[src/rtl/apt_pkg.sv]
package apt_pkg;

  typedef enum logic [1:0] {
    GRP_G0   = 2'd0,
    GRP_G1S  = 2'd1,
    GRP_G1NS = 2'd2,
    GRP_NONE = 2'd3
  } grp_e;

  localparam int NUM_GROUPS = 3;

  // control to datapath strobes; widths sized for the largest configuration
  typedef struct packed {
    logic        setEn;
    logic [1:0]  setGrp;
    logic [6:0]  setIdx;
    logic        dropEn;
    logic [1:0]  dropGrp;
    logic        wordWrEn;
    logic [1:0]  wordGrp;
    logic [1:0]  wordSel;
    logic [31:0] wordData;
    logic        bprWrEn;
    logic [1:0]  bprGrp;
    logic [2:0]  bprVal;
    logic        pmrWrEn;
    logic [7:0]  pmrVal;
  } apt_strobe_t;

  function automatic int preOf(input int pri);
    return (pri == 8) ? 7 : pri;
  endfunction

  function automatic int wordsOf(input int pre);
    return (pre <= 5) ? 1 : (1 << (pre - 5));
  endfunction

endpackage

[src/rtl/apt_ctrl.sv]
module apt_ctrl
  import apt_pkg::*;
#(
  parameter int PRI_BITS = 5
) (
  input  logic        ackValid,
  input  logic [1:0]  ackGroup,
  input  logic [7:0]  ackPrio,
  input  logic        eoiValid,
  input  logic [1:0]  eoiGroup,
  input  logic        aprWrEn,
  input  logic [1:0]  aprGroup,
  input  logic [1:0]  aprSel,
  input  logic [31:0] aprWrData,
  input  logic        bprWrEn,
  input  logic [1:0]  bprGroup,
  input  logic [2:0]  bprWrData,
  input  logic        pmrWrEn,
  input  logic        pmrNsRestricted,
  input  logic [7:0]  pmrWrData,
  input  logic [2:0]  bprG0,
  input  logic [2:0]  bprG1S,
  input  logic [2:0]  bprG1NS,
  output apt_strobe_t strb
);

  localparam int PRE       = preOf(PRI_BITS);
  localparam int NUM_WORDS = wordsOf(PRE);
  localparam int SHIFT     = 8 - PRE;
  localparam logic [2:0] MIN_BPR    = 3'(7 - PRE);
  localparam logic [2:0] MIN_BPR_NS = 3'(8 - PRE);
  localparam logic [7:0] FULL_MASK  = 8'((8'hFF << (8 - PRI_BITS)) & 8'hFF);

  logic [3:0] bprEff;
  logic [7:0] groupMask;
  logic [7:0] groupPrio;
  logic [7:0] bitIndex;
  logic [2:0] bprFloor;
  logic [7:0] pmrRaw;
  logic       ackGrpOk, eoiGrpOk, aprGrpOk, bprGrpOk, aprSelOk;

  always_comb begin
    ackGrpOk = (ackGroup != GRP_NONE);
    eoiGrpOk = (eoiGroup != GRP_NONE);
    aprGrpOk = (aprGroup != GRP_NONE);
    bprGrpOk = (bprGroup != GRP_NONE);
    aprSelOk = ({1'b0, aprSel} < 3'(NUM_WORDS));

    // effective binary point for the group priority split
    unique case (ackGroup)
      GRP_G0:   bprEff = {1'b0, bprG0};
      GRP_G1S:  bprEff = {1'b0, bprG1S};
      GRP_G1NS: bprEff = (bprG1NS == 3'd0) ? 4'd0 : ({1'b0, bprG1NS} - 4'd1);
      default:  bprEff = 4'd0;
    endcase
    groupMask = 8'hFF << (bprEff + 4'd1);
    groupPrio = ackPrio & groupMask;
    bitIndex  = groupPrio >> SHIFT;

    bprFloor = (bprGroup == GRP_G1NS) ? MIN_BPR_NS : MIN_BPR;
    pmrRaw   = pmrNsRestricted ? {1'b1, pmrWrData[7:1]} : pmrWrData;

    strb          = '0;
    strb.wordWrEn = aprWrEn && aprGrpOk && aprSelOk;
    strb.wordGrp  = aprGroup;
    strb.wordSel  = aprSel;
    strb.wordData = aprWrData;
    strb.dropEn   = !aprWrEn && eoiValid && eoiGrpOk;
    strb.dropGrp  = eoiGroup;
    strb.setEn    = !aprWrEn && !eoiValid && ackValid && ackGrpOk;
    strb.setGrp   = ackGroup;
    strb.setIdx   = bitIndex[6:0];
    strb.bprWrEn  = bprWrEn && bprGrpOk;
    strb.bprGrp   = bprGroup;
    strb.bprVal   = (bprWrData < bprFloor) ? bprFloor : bprWrData;
    strb.pmrWrEn  = pmrWrEn;
    strb.pmrVal   = pmrRaw & FULL_MASK;
  end

  logic unusedIdxTop;
  assign unusedIdxTop = bitIndex[7];

endmodule

[src/rtl/apt_datapath.sv]
module apt_datapath
  import apt_pkg::*;
#(
  parameter int PRI_BITS = 5
) (
  input  logic        clk,
  input  logic        rst_n,
  input  apt_strobe_t strb,
  input  logic [1:0]  aprGroup,
  input  logic [1:0]  aprSel,
  output logic [31:0] aprRdData,
  output logic [2:0]  bprG0,
  output logic [2:0]  bprG1S,
  output logic [2:0]  bprG1NS,
  output logic [7:0]  pmrOut,
  output logic [7:0]  runPrio
);

  localparam int PRE       = preOf(PRI_BITS);
  localparam int NUM_WORDS = wordsOf(PRE);
  localparam int NUM_IDX   = 1 << PRE;
  localparam int BANK_W    = NUM_WORDS * 32;
  localparam int SHIFT     = 8 - PRE;
  localparam logic [2:0] MIN_BPR    = 3'(7 - PRE);
  localparam logic [2:0] MIN_BPR_NS = 3'(8 - PRE);
  localparam logic [BANK_W-1:0] IMPL_MASK = {BANK_W{1'b1}} >> (BANK_W - NUM_IDX);

  logic [BANK_W-1:0] bankView [NUM_GROUPS];

  for (genvar g = 0; g < NUM_GROUPS; g++) begin : g_bank
    logic [BANK_W-1:0] words;
    logic [BANK_W-1:0] wordsNxt;

    always_comb begin
      wordsNxt = words;
      if (strb.wordWrEn && (strb.wordGrp == 2'(g))) begin
        for (int w = 0; w < NUM_WORDS; w++) begin
          if (strb.wordSel == 2'(w))
            wordsNxt[w*32 +: 32] = strb.wordData & IMPL_MASK[w*32 +: 32];
        end
      end else if (strb.dropEn && (strb.dropGrp == 2'(g))) begin
        // clear the lowest set bit only
        wordsNxt = words & (words - BANK_W'(1));
      end else if (strb.setEn && (strb.setGrp == 2'(g))) begin
        wordsNxt = words | (BANK_W'(1) << strb.setIdx);
      end
    end

    always_ff @(posedge clk or negedge rst_n) begin
      if (!rst_n) words <= '0;
      else        words <= wordsNxt;
    end

    assign bankView[g] = words;
  end

  // running priority from the lowest active level across groups
  logic [BANK_W-1:0] activeAny;
  logic [6:0]        firstIdx;
  logic              anyActive;

  always_comb begin
    activeAny = bankView[0] | bankView[1] | bankView[2];
    firstIdx  = '0;
    anyActive = 1'b0;
    for (int i = NUM_IDX - 1; i >= 0; i--) begin
      if (activeAny[i]) begin
        firstIdx  = 7'(i);
        anyActive = 1'b1;
      end
    end
    runPrio = anyActive ? (8'(firstIdx) << SHIFT) : 8'hFF;
  end

  // word read port
  always_comb begin
    aprRdData = '0;
    if (aprGroup != GRP_NONE) begin
      for (int w = 0; w < NUM_WORDS; w++) begin
        if (aprSel == 2'(w))
          aprRdData = bankView[aprGroup][w*32 +: 32];
      end
    end
  end

  // binary point and priority mask registers
  always_ff @(posedge clk or negedge rst_n) begin
    if (!rst_n) begin
      bprG0   <= MIN_BPR;
      bprG1S  <= MIN_BPR;
      bprG1NS <= MIN_BPR_NS;
      pmrOut  <= 8'h00;
    end else begin
      if (strb.bprWrEn) begin
        unique case (strb.bprGrp)
          GRP_G0:   bprG0   <= strb.bprVal;
          GRP_G1S:  bprG1S  <= strb.bprVal;
          GRP_G1NS: bprG1NS <= strb.bprVal;
          default:  ;
        endcase
      end
      if (strb.pmrWrEn) pmrOut <= strb.pmrVal;
    end
  end

endmodule

[src/rtl/active_prio_tracker.sv]
module active_prio_tracker
  import apt_pkg::*;
#(
  parameter int PRI_BITS = 5
) (
  input  logic        clk,
  input  logic        rst_n,
  input  logic        ackValid,
  input  logic [1:0]  ackGroup,
  input  logic [7:0]  ackPrio,
  input  logic        eoiValid,
  input  logic [1:0]  eoiGroup,
  input  logic        aprWrEn,
  input  logic [1:0]  aprGroup,
  input  logic [1:0]  aprSel,
  input  logic [31:0] aprWrData,
  output logic [31:0] aprRdData,
  input  logic        bprWrEn,
  input  logic [1:0]  bprGroup,
  input  logic [2:0]  bprWrData,
  input  logic        pmrWrEn,
  input  logic        pmrNsRestricted,
  input  logic [7:0]  pmrWrData,
  output logic [2:0]  bprG0,
  output logic [2:0]  bprG1S,
  output logic [2:0]  bprG1NS,
  output logic [7:0]  pmrOut,
  output logic [7:0]  runPrio
);

  if (PRI_BITS < 4 || PRI_BITS > 8) begin : g_bad_param
    $error("PRI_BITS must be within 4..8");
  end

  apt_strobe_t strb;

  apt_ctrl #(.PRI_BITS(PRI_BITS)) u_ctrl (
    .ackValid        (ackValid),
    .ackGroup        (ackGroup),
    .ackPrio         (ackPrio),
    .eoiValid        (eoiValid),
    .eoiGroup        (eoiGroup),
    .aprWrEn         (aprWrEn),
    .aprGroup        (aprGroup),
    .aprSel          (aprSel),
    .aprWrData       (aprWrData),
    .bprWrEn         (bprWrEn),
    .bprGroup        (bprGroup),
    .bprWrData       (bprWrData),
    .pmrWrEn         (pmrWrEn),
    .pmrNsRestricted (pmrNsRestricted),
    .pmrWrData       (pmrWrData),
    .bprG0           (bprG0),
    .bprG1S          (bprG1S),
    .bprG1NS         (bprG1NS),
    .strb            (strb)
  );

  apt_datapath #(.PRI_BITS(PRI_BITS)) u_dp (
    .clk       (clk),
    .rst_n     (rst_n),
    .strb      (strb),
    .aprGroup  (aprGroup),
    .aprSel    (aprSel),
    .aprRdData (aprRdData),
    .bprG0     (bprG0),
    .bprG1S    (bprG1S),
    .bprG1NS   (bprG1NS),
    .pmrOut    (pmrOut),
    .runPrio   (runPrio)
  );

endmodule

[config.mk]
export PLATFORM = sky130hd
export DESIGN_NAME = active_prio_tracker
export DESIGN_NICKNAME = d
export VERILOG_FILES = /design/src/rtl/apt_pkg.sv /design/src/rtl/apt_ctrl.sv /design/src/rtl/apt_datapath.sv /design/src/rtl/active_prio_tracker.sv
export SDC_FILE = /design/constraint.sdc
export NUM_CORES = 1
export LEC_CHECK = 0
export BUFFER_PORTS_ARGS = -buffer_cell sky130_fd_sc_hd__buf_2
export CAP_MARGIN = 20
export CELL_PAD_IN_SITES_DETAIL_PLACEMENT = 1
export CELL_PAD_IN_SITES_GLOBAL_PLACEMENT = 1
export CORE_MARGIN = 2
export CORE_UTILIZATION = 43
export CTS_BUF_LIST = sky130_fd_sc_hd__clkbuf_16
export DETAILED_ROUTE_END_ITERATION = 16
export HOLD_SLACK_MARGIN = 0.02
export PLACE_DENSITY = 0.86
export SLEW_MARGIN = 10
export SYNTH_ARGS = -nofsm -noshare
export SYNTH_HDL_FRONTEND = slang
export SYNTH_SLANG_ARGS = --single-unit
[constraint.sdc]
create_clock -name clk -period 3.63 [get_ports clk]
set_input_delay 0.363 -clock clk [delete_from_list [all_inputs] [get_ports clk]]
set_output_delay 0.363 -clock clk [all_outputs]
set_load 0.1 [all_outputs]
* Word level (Yosys, flattened, before mapping) *
Index checks and enable logic that the tools add are counted.

storage, ports and cells
  flip-flop bits (word level) = 110
  input bits = 69
  output and inout bits = 57

operators by class
  $add $sub $neg = 5
  order comparisons = 3
  eq/ne operators = 15
  shift operators = 2
  muxes and demuxes = 85
  bitwise logic cells = 10
  reduce and logical (&&, ||, !) cells = 34

operators by type and width
  cell                     number
  $mux W32                 14
  $mux W5                  32
  $or A32 B32 Y32          5
  $and A32 B32 Y32         3
  $sub A32 B1 Y32 const B  3
  $bmux W32 S2             1
  $mux W1                  33
  $shl A1 B5 Y32 const A   1
  $logic_and A1 B1 Y1      17
  $mux W8                  2
  $ne A2 B2 Y1 const B     7
  $pmux W4 S3              1
  $reduce_and A2 Y1        6
  $logic_not A2 Y1         5
  $reduce_bool A3 Y1       3
  $and A8 B8 Y8            1
  $eq A2 B1 Y1 const B     4
  $eq A2 B2 Y1 const B     4
  $shl A8 B4 Y8 const A    1
  $add A4 B1 Y4 const B    1
  $mux W4                  1
  $sub A3 B1 Y4 const B    1
  $ge A3 B3 Y1 const B     1
  $logic_not A3 Y1         1
  5 further kinds          6

* Logic depth before layout (Yosys ltp) *
Gate-level depths: netlist of the first run.

  depth after elaboration = 35
  gate-level depth with buffers = 16

* Hierarchy *
A second synthesis of the first run with hierarchy kept.

unflattened totals
  cells, all modules = 1163
  area total of the unflattened synthesis = 9088.7 µm²

by module, submodules not included
  module        instances  cells each  area each (µm²)  sequential area each (µm²)
  apt_datapath  1          1059        8296.7           2832.7
  apt_ctrl      1          104         792.0            0.0

* Worst setup path before layout of the first run *
No wires, ideal clock.

  kind = reg2out
  from = register u_dp.g_bank[0].words[17]
  to = output runPrio[5]
  arrival time = 3776 ps
  data required time = 3267 ps
  slack = -509 ps
  cell stages (with the launch flop) = 6
  path buffers = 0
  cells stage by stage = dfrtp_1 -> or3_1 -> or4_1 -> o31ai_1 -> a211oi_1 -> o31ai_1

between the ends
  cells in the longest elaborated chain, start to end = 21
  elaborated cells on any way between the ends = 39
  classes of those cells = 37 x mux; 2 x bitwise

RTL lines
  what                                                     RTL line                   text
  start: declaration                                       apt_datapath.sv:31         logic [BANK_W-1:0] words;
  start signal: assignment                                 apt_datapath.sv:51         else words <= wordsNxt;
  $or A32 B32 Y32 (*) (2 in a row)                         apt_datapath.sv:63         activeAny = bankView[0] | bankView[1] | bankView[2];
  $mux W5 / $mux W1 (equally long branches) (18 in a row)  apt_datapath.sv:67         if (activeAny[i]) begin
  $mux W8 (*)                                              apt_datapath.sv:72         runPrio = anyActive ? (8'(firstIdx) << SHIFT) : 8'hFF;
  end: declaration                                         active_prio_tracker.sv:28  output logic [7:0] runPrio

Mark *: on every way between the ends. The rest lies on a longest branch, timed or not.

* Worst setup path in the final report of the first run *
  from = register u_dp.g_bank[0].words[17]
  to = output runPrio[3]

Same word-level chain as after synthesis.

==> results.ini, run 1 <==
[detailed_routing]
wl_met3_mm = 3.26
via_per_inst = 6.82
top_layer = met4
drt_pass1_iterations = 5
vias = 8976
wl_mm = 34.1
ant_nets = 0
route.detailed.drc = 0
wl_met1_mm = 13.4
wl_per_cell_um = 25.9
dr_wl_met2_mm = 15.5
initialDrtViolationCount = 976

[worst_setup_path]
crit_path_end_kind = output port
path_class = reg -> out
cp_max_fo = 5
critPathRequiredTime_ns = 3.27
cp-start-kind = flip-flop
arrival_ns = 3.14

[sta]
tns_ns = 0
period_needed_ns = 3.50
hold_violations = 0
maxSlewViolCount = 0
final.setup_skew_ns = 0.0132
tightest_slew_ns = 1.03
rsz0062_at_grt = false
relSlewSlack = 0.314
finalCritPeriodShare = 0.965
whs_ns = 0.0434
final-setup-viol-count = 0
fmax_ghz = 0.285

[floorplan]
rows = 49
dieArea_um2 = 19100
die_h_um = 138
die_x_um = 138
start_util = 0.435
coreArea_um2 = 17800
ios = 126

[power_and_ir_drop]
ir_drop_uv = 308
swShare = 0.459
seqPwrFrac = 0.400
p_sw_mw = 2.28
power.leakage_nw = 3.77
pwr-share-comb = 0.383
p_int_mw = 2.68
pwr_density_cell_nw_per_um2 = 540
p_clk_frac = 0.217

[grt]
grt_antenna_before_repair = 0
grt_overflow = 0
grt_pass1_wl_mm = 53.0
grtUsageTotal = 0.354
grt_start_max_net_pins = 45
grt_pass1_vias = 9351

[finish]
seqCellArea_um2 = 2770
syn_to_final_growth_pct = 18.5
final_core_util = 0.515
multi_input_area_um2 = 4770
fillerInstances = 2219
layout-drive-gt1-share = 0.213
antennaDiodeCount = 0
nets = 1156

[place]
hpwl_mm = 25.3
port-buffer-count = 116
gp_congestion = 0.960

[synth]
synth_area_leader_cell = dfrtp_1
ys_ff_latch = 110
yosysWarnings = 0
synth_enable_flop_cells = 0
yosysTopAreaCellShare = 0.342
synth_area_leaders = dfrtp_1 (34%), nor2_1 (7.2%), mux2i_1 (5.8%), a21oi_1 (5.2%), nand2_1 (4.4%)
synth_area_um2 = 7750
synthCells = 968
synth.distinct_cells = 72
avgSynthCellArea_um2 = 8.01
ys.flop_type = dfrtp_1
ys_seq_area_frac = 0.356
ys_async_sr_fraction = 1.00
synth.most_common_cell = nor2_1
synthTopCellsByCount = nor2_1 (149), dfrtp_1 (106), nand2_1 (90)

[job]
maxCapViolCount = 0

[status]
status = finished, final reports clean

[cts]
path_clk_slew_ns = 0.08
cts-hold-fix-buffers = 0
cts_buffers = 9
cts_root_buf = clkbuf_16
cts_sinks = 110
worstSkewPairLatency_ns = 0.37
cts_setup_buffers = 0
cts_tree = done
cts.htree.levels = 3
clk_path_buf_depth = 2

[hold_path]
hold_class = in -> async

metal layers:
metal / up-vias / global-route usage
met1: 4405 / 0.453
li1: 3890 / -
met5: - / 0
met3: 126 / 0.0752
met4: 0 / 0.196
met2: 555 / 0.563
state kept, by name (all words and copies together), names as in the netlist:
name               flops
u_dp.pmrOut            5
u_dp.bprG0             3
u_dp.g_bank.words     96
u_dp.bprG1NS           3
u_dp.bprG1S            3
through the flow:
step           std cells  cell area, µm²  total power [mW]  setup WS, ns
2_1_floorplan        970            7780              3.15       0.00305
3_3_place_gp        1300            8800              3.73         0.118
3_5_place_dp        1300            8800              3.80        -0.187
4_1_cts             1316            9120              4.89        0.0172
5_1_grt             1316            9190              5.17        0.0198
6_report            1316            9190              4.96         0.126
cell usage in the layout, fill, tap and decap left out, types with 5 or more instances in the layout:
cell / Yosys / layout
nor2_1: 149 / 144
buf_2: 3 / 109
dfrtp_1: 106 / 105
nand2_1: 90 / 87
a21oi_1: 80 / 78
buf_4: 6 / 48
mux2i_1: 45 / 44
nor3_1: 45 / 44
o21ai_0: 38 / 37
o22ai_1: 25 / 25
nand3_1: 24 / 24
o211ai_1: 24 / 24
nor4_1: 21 / 20
a211oi_1: 17 / 17
inv_1: 17 / 16
or3_1: 16 / 16
nand4_1: 14 / 14
o31ai_1: 15 / 13
or4_1: 12 / 12
a31oi_1: 12 / 12
o221ai_1: 11 / 10
a311oi_1: 9 / 9
clkbuf_16: 0 / 9
a41oi_1: 8 / 8
o311ai_0: 8 / 8
and3_1: 7 / 7
or2_2: 6 / 6
nor2_2: 1 / 6
nor2b_1: 8 / 5
nand2b_1: 5 / 5
and2_1: 6 / 5
ha_1: 5 / 5
power by group through the flow:
stage / Combinational, mW / Clock, mW / Sequential [mW]
6_report: 1.90 / 1.08 / 1.98
4_1_cts: 1.86 / 1.08 / 1.95
3_3_place_gp: 1.78 / 0 / 1.95
2_1_floorplan: 1.17 / 0 / 1.98
3_5_place_dp: 1.83 / 0 / 1.97
5_1_grt: 2.03 / 1.12 / 2.02
worst paths after layout:
path | start | end | slack [ns] | depth (start not counted)
setup reg to reg | u_dp.bprG1NS[0]$_DFFE_PN1P_ | u_dp.g_bank[0].words[10]$_DFFE_PN0P_ | 0.17 | 16
max in group asynchronous | rst_n | u_dp.g_bank[2].words[20]$_DFFE_PN0P_ | 2.76 | 2
hold / removal | rst_n | u_dp.g_bank[2].words[8]$_DFFE_PN0P_ | 0.04 | 1
hold reg to reg | u_dp.bprG1S[1]$_DFFE_PN1P_ | u_dp.bprG1S[1]$_DFFE_PN1P_ | 0.51 | 2
min in group clk | aprWrData[1] | u_dp.g_bank[2].words[1]$_DFFE_PN0P_ | 0.24 | 3
setup / recovery | u_dp.g_bank[0].words[17]$_DFFE_PN0P_ | runPrio[3] | 0.13 | 7
critical path, stage by stage, from the launching register on:
cell and delay [ns]:
dfrtp_1 0.43, or3_1 0.42, or4_1 0.57, or3_1 0.42
nor3_1 0.25, nand2_2 0.20, o221ai_1 0.14, buf_4 0.34
cells by family (layout without fill, tap and decap cells):
family          Yosys count  after routing  share of synthesized area
simple gates            433            433                      0.281
compound gates          291            291                      0.249
flops                   110            110                      0.356
buf+inv                  79            196                     0.0426
mux                      49             49                     0.0639
fa+ha+maj                 5              5                    0.00807
other cells               1              3                   0.000484
repair_timing:
item / 4_1_cts / 5_1_grt
resized for setup: 5 / 20
pin swaps: 0 / 1
setup endpoints to repair: 12 / 57
cell type report:
type                       count  area share
sequential                   110       0.301
clock inverter                 7     0.00885
clock buffer                   9      0.0245
multi-input combinational    781       0.519
tap                          229      0.0312
inverter                      17     0.00735
timing repair buffer         163       0.108
No activity file was read; power rests on OpenSTA's default activity.
==> run 2: changes to the inputs <==
--- a/config.mk
+++ b/config.mk
@@ -13,8 +13,11 @@
 export CORE_UTILIZATION = 43
 export CTS_BUF_LIST = sky130_fd_sc_hd__clkbuf_16
 export DETAILED_ROUTE_END_ITERATION = 16
+export GPL_TIMING_DRIVEN = 0
 export HOLD_SLACK_MARGIN = 0.02
 export PLACE_DENSITY = 0.86
+export REMOVE_ABC_BUFFERS = 1
+export SETUP_SLACK_MARGIN = 0.2
 export SLEW_MARGIN = 10
 export SYNTH_ARGS = -nofsm -noshare
 export SYNTH_HDL_FRONTEND = slang
==> results.ini, run 2 (synthesis gave the netlist of run 1 again) <==
[status]
status = finished, final reports clean

[finish]
nets = 1134  ; -1.9%
largest_register_ffs = 96  ; unchanged
fin_cells = 1295  ; -1.6%
largest_register = u_dp.g_bank.words
stdcell_area_um2 = 9270  ; +0.90%
top_regs = u_dp.g_bank.words: 96 flops, u_dp.pmrOut: 5 flops
final_core_util = 0.520  ; +0.00463
mostFrequentLayoutCells = nor2_1 (148), buf_2 (110), dfrtp_1 (106)
final_common_cell = nor2_1
syn_to_final_growth_pct = 19.6
layout-drive-gt1-share = 0.213  ; -0.000286

[worst_setup_path]
cp-start-kind = flip-flop
path_class = reg -> out
cp_slowest_stage_delay_ns = 0.49  ; -0.08 ns
r2r_cells = 16  ; unchanged
path_cells = or3_1, or4_1, nor4_2, and2_1, nand2_2, o221ai_1, buf_4
rrSetupSlack_ns = 0.28  ; +0.11 ns
arrival_ns = 2.99  ; -0.15 ns
r2r-start = u_dp.bprG1NS[0]$_DFFE_PN1P_
crit_path_end_kind = output port
critPathLaunch = u_dp.g_bank[1].words[8]$_DFFE_PN0P_
critPathRequiredTime_ns = 3.27  ; about the same
path_buf_inv = 1  ; unchanged
crit_cells = 7  ; unchanged
cp_max_fo = 6  ; +1
path_delay_family = simple AND/OR/NAND/NOR gates
crit_path_top_delay_cell = or4_1

[detailed_routing]
vias = 8973  ; -0.033%
via_per_inst = 6.93  ; +1.6%
drt_pass1_iterations = 5  ; unchanged
route.detailed.drc = 0  ; unchanged
initialDrtViolationCount = 1107  ; +13%
wl_per_cell_um = 26.2  ; +1.2%
ant_nets = 0  ; unchanged
wl_mm = 34.0  ; -0.38%

[cts]
path_clk_slew_ns = 0.07  ; about the same
cts_sinks = 110  ; unchanged
clk_path_buf_depth = 2  ; unchanged
cts_tree = done
cts_root_buf = clkbuf_16
worstSkewPairLatency_ns = 0.37  ; about the same
cts_buffers = 9  ; unchanged
cts.htree.levels = 3  ; unchanged

[sta]
finalCritPeriodShare = 0.924  ; -0.0415
fmax_ghz = 0.298  ; +4.5%
worst_slack_ns = 0.277  ; +0.151 ns
hold_violations = 0  ; unchanged
maxSlewViolCount = 0  ; unchanged
period_needed_ns = 3.35  ; -0.151 ns
whs_ns = 0.255  ; +0.211 ns
tightest_slew_ns = 0.907  ; -0.119 ns
final.setup_skew_ns = 0.00991  ; -0.00333 ns
final-setup-viol-count = 0  ; unchanged
relSlewSlack = 0.395  ; +0.0803
tns_ns = 0  ; unchanged
rsz0062_at_grt = false

[floorplan]
die_h_um = 138  ; unchanged
ios = 126  ; unchanged
rows = 49  ; unchanged
start_util = 0.435  ; unchanged
coreArea_um2 = 17800  ; unchanged
dieArea_um2 = 19100  ; unchanged
die_x_um = 138  ; unchanged

[grt]
grt_pass1_wl_mm = 52.0  ; -2.0%
grt_start_max_net_pins = 76  ; +69%
grt_overflow = 0  ; unchanged
grtUsageTotal = 0.347  ; -0.00737
grt_pass1_vias = 9136  ; -2.3%
grt_antenna_before_repair = 1  ; +1

[place]
placed_area_um2 = 8570  ; -2.6%
gp_congestion = 0.936  ; -2.5%
dp.cells = 1265  ; -2.7%
port-buffer-count = 116  ; unchanged
post-place-ws_ns = -0.935  ; -0.747 ns
hpwl_mm = 23.8  ; -5.7%

[power_and_ir_drop]
finalPower_mw = 5.02  ; +1.3%
power.leakage_nw = 3.76  ; -0.47%
pwr_density_cell_nw_per_um2 = 542  ; +0.37%
ir_drop_uv = 298  ; -3.2%

[hold_path]
hold_depth = 3
min-delay-start = aprWrData[12]
hold_class = in -> reg

[job]
maxCapViolCount = 0  ; unchanged

run 2: routing by layer:
layer  global-route usage  wire [µm]  vias to the layer above
met5                    0          0                        -
met4                0.224       2200                        0
met3               0.0644       2820                      149
met2                0.558      15800                      532
met1                0.430      13100                     4446
li1                     -          -                     3846
run 2: cell type report:
type                       count  area, µm²
clock inverter                 7       88.8
multi-input combinational    781       4930
inverter                      17       63.8
tap                          229        287
timing repair buffer         141        915
clock buffer                   9        225
sequential                   110       2760
antenna                        1       2.50
fill                        2184       8570
run 2: power breakdown:
part	switching [mW]	total (mW)	internal [mW]	leakage (nW)
sequential	0.490	2.00	1.51	1.34
combinational	1.29	1.92	0.633	2.27
clock	0.505	1.11	0.603	0.155
run 2: worst min-delay path: stages:
cell	delay (ns)
buf_2	0.11
a21oi_1	0.06
o31ai_1	0.05
run 2: timing repair:
item	4_1_cts	5_1_grt
hold buffers	1	0
setup endpoints to repair	101	101
buffers inserted	8	3
pin swaps	3	9
gates resized for setup	31	31
endpoints found under the hold margin	31	0
run 2: path summary, 6_finish.rpt:
kind                                                             end
max in group asynchronous       u_dp.g_bank[2].words[30]$_DFFE_PN0P_
worst min register to register           u_dp.bprG1NS[0]$_DFFE_PN1P_
worst max-delay path                                      runPrio[3]
worst min-delay path            u_dp.g_bank[1].words[12]$_DFFE_PN0P_
worst max register to register  u_dp.g_bank[0].words[10]$_DFFE_PN0P_
min in group asynchronous        u_dp.g_bank[1].words[8]$_DFFE_PN0P_
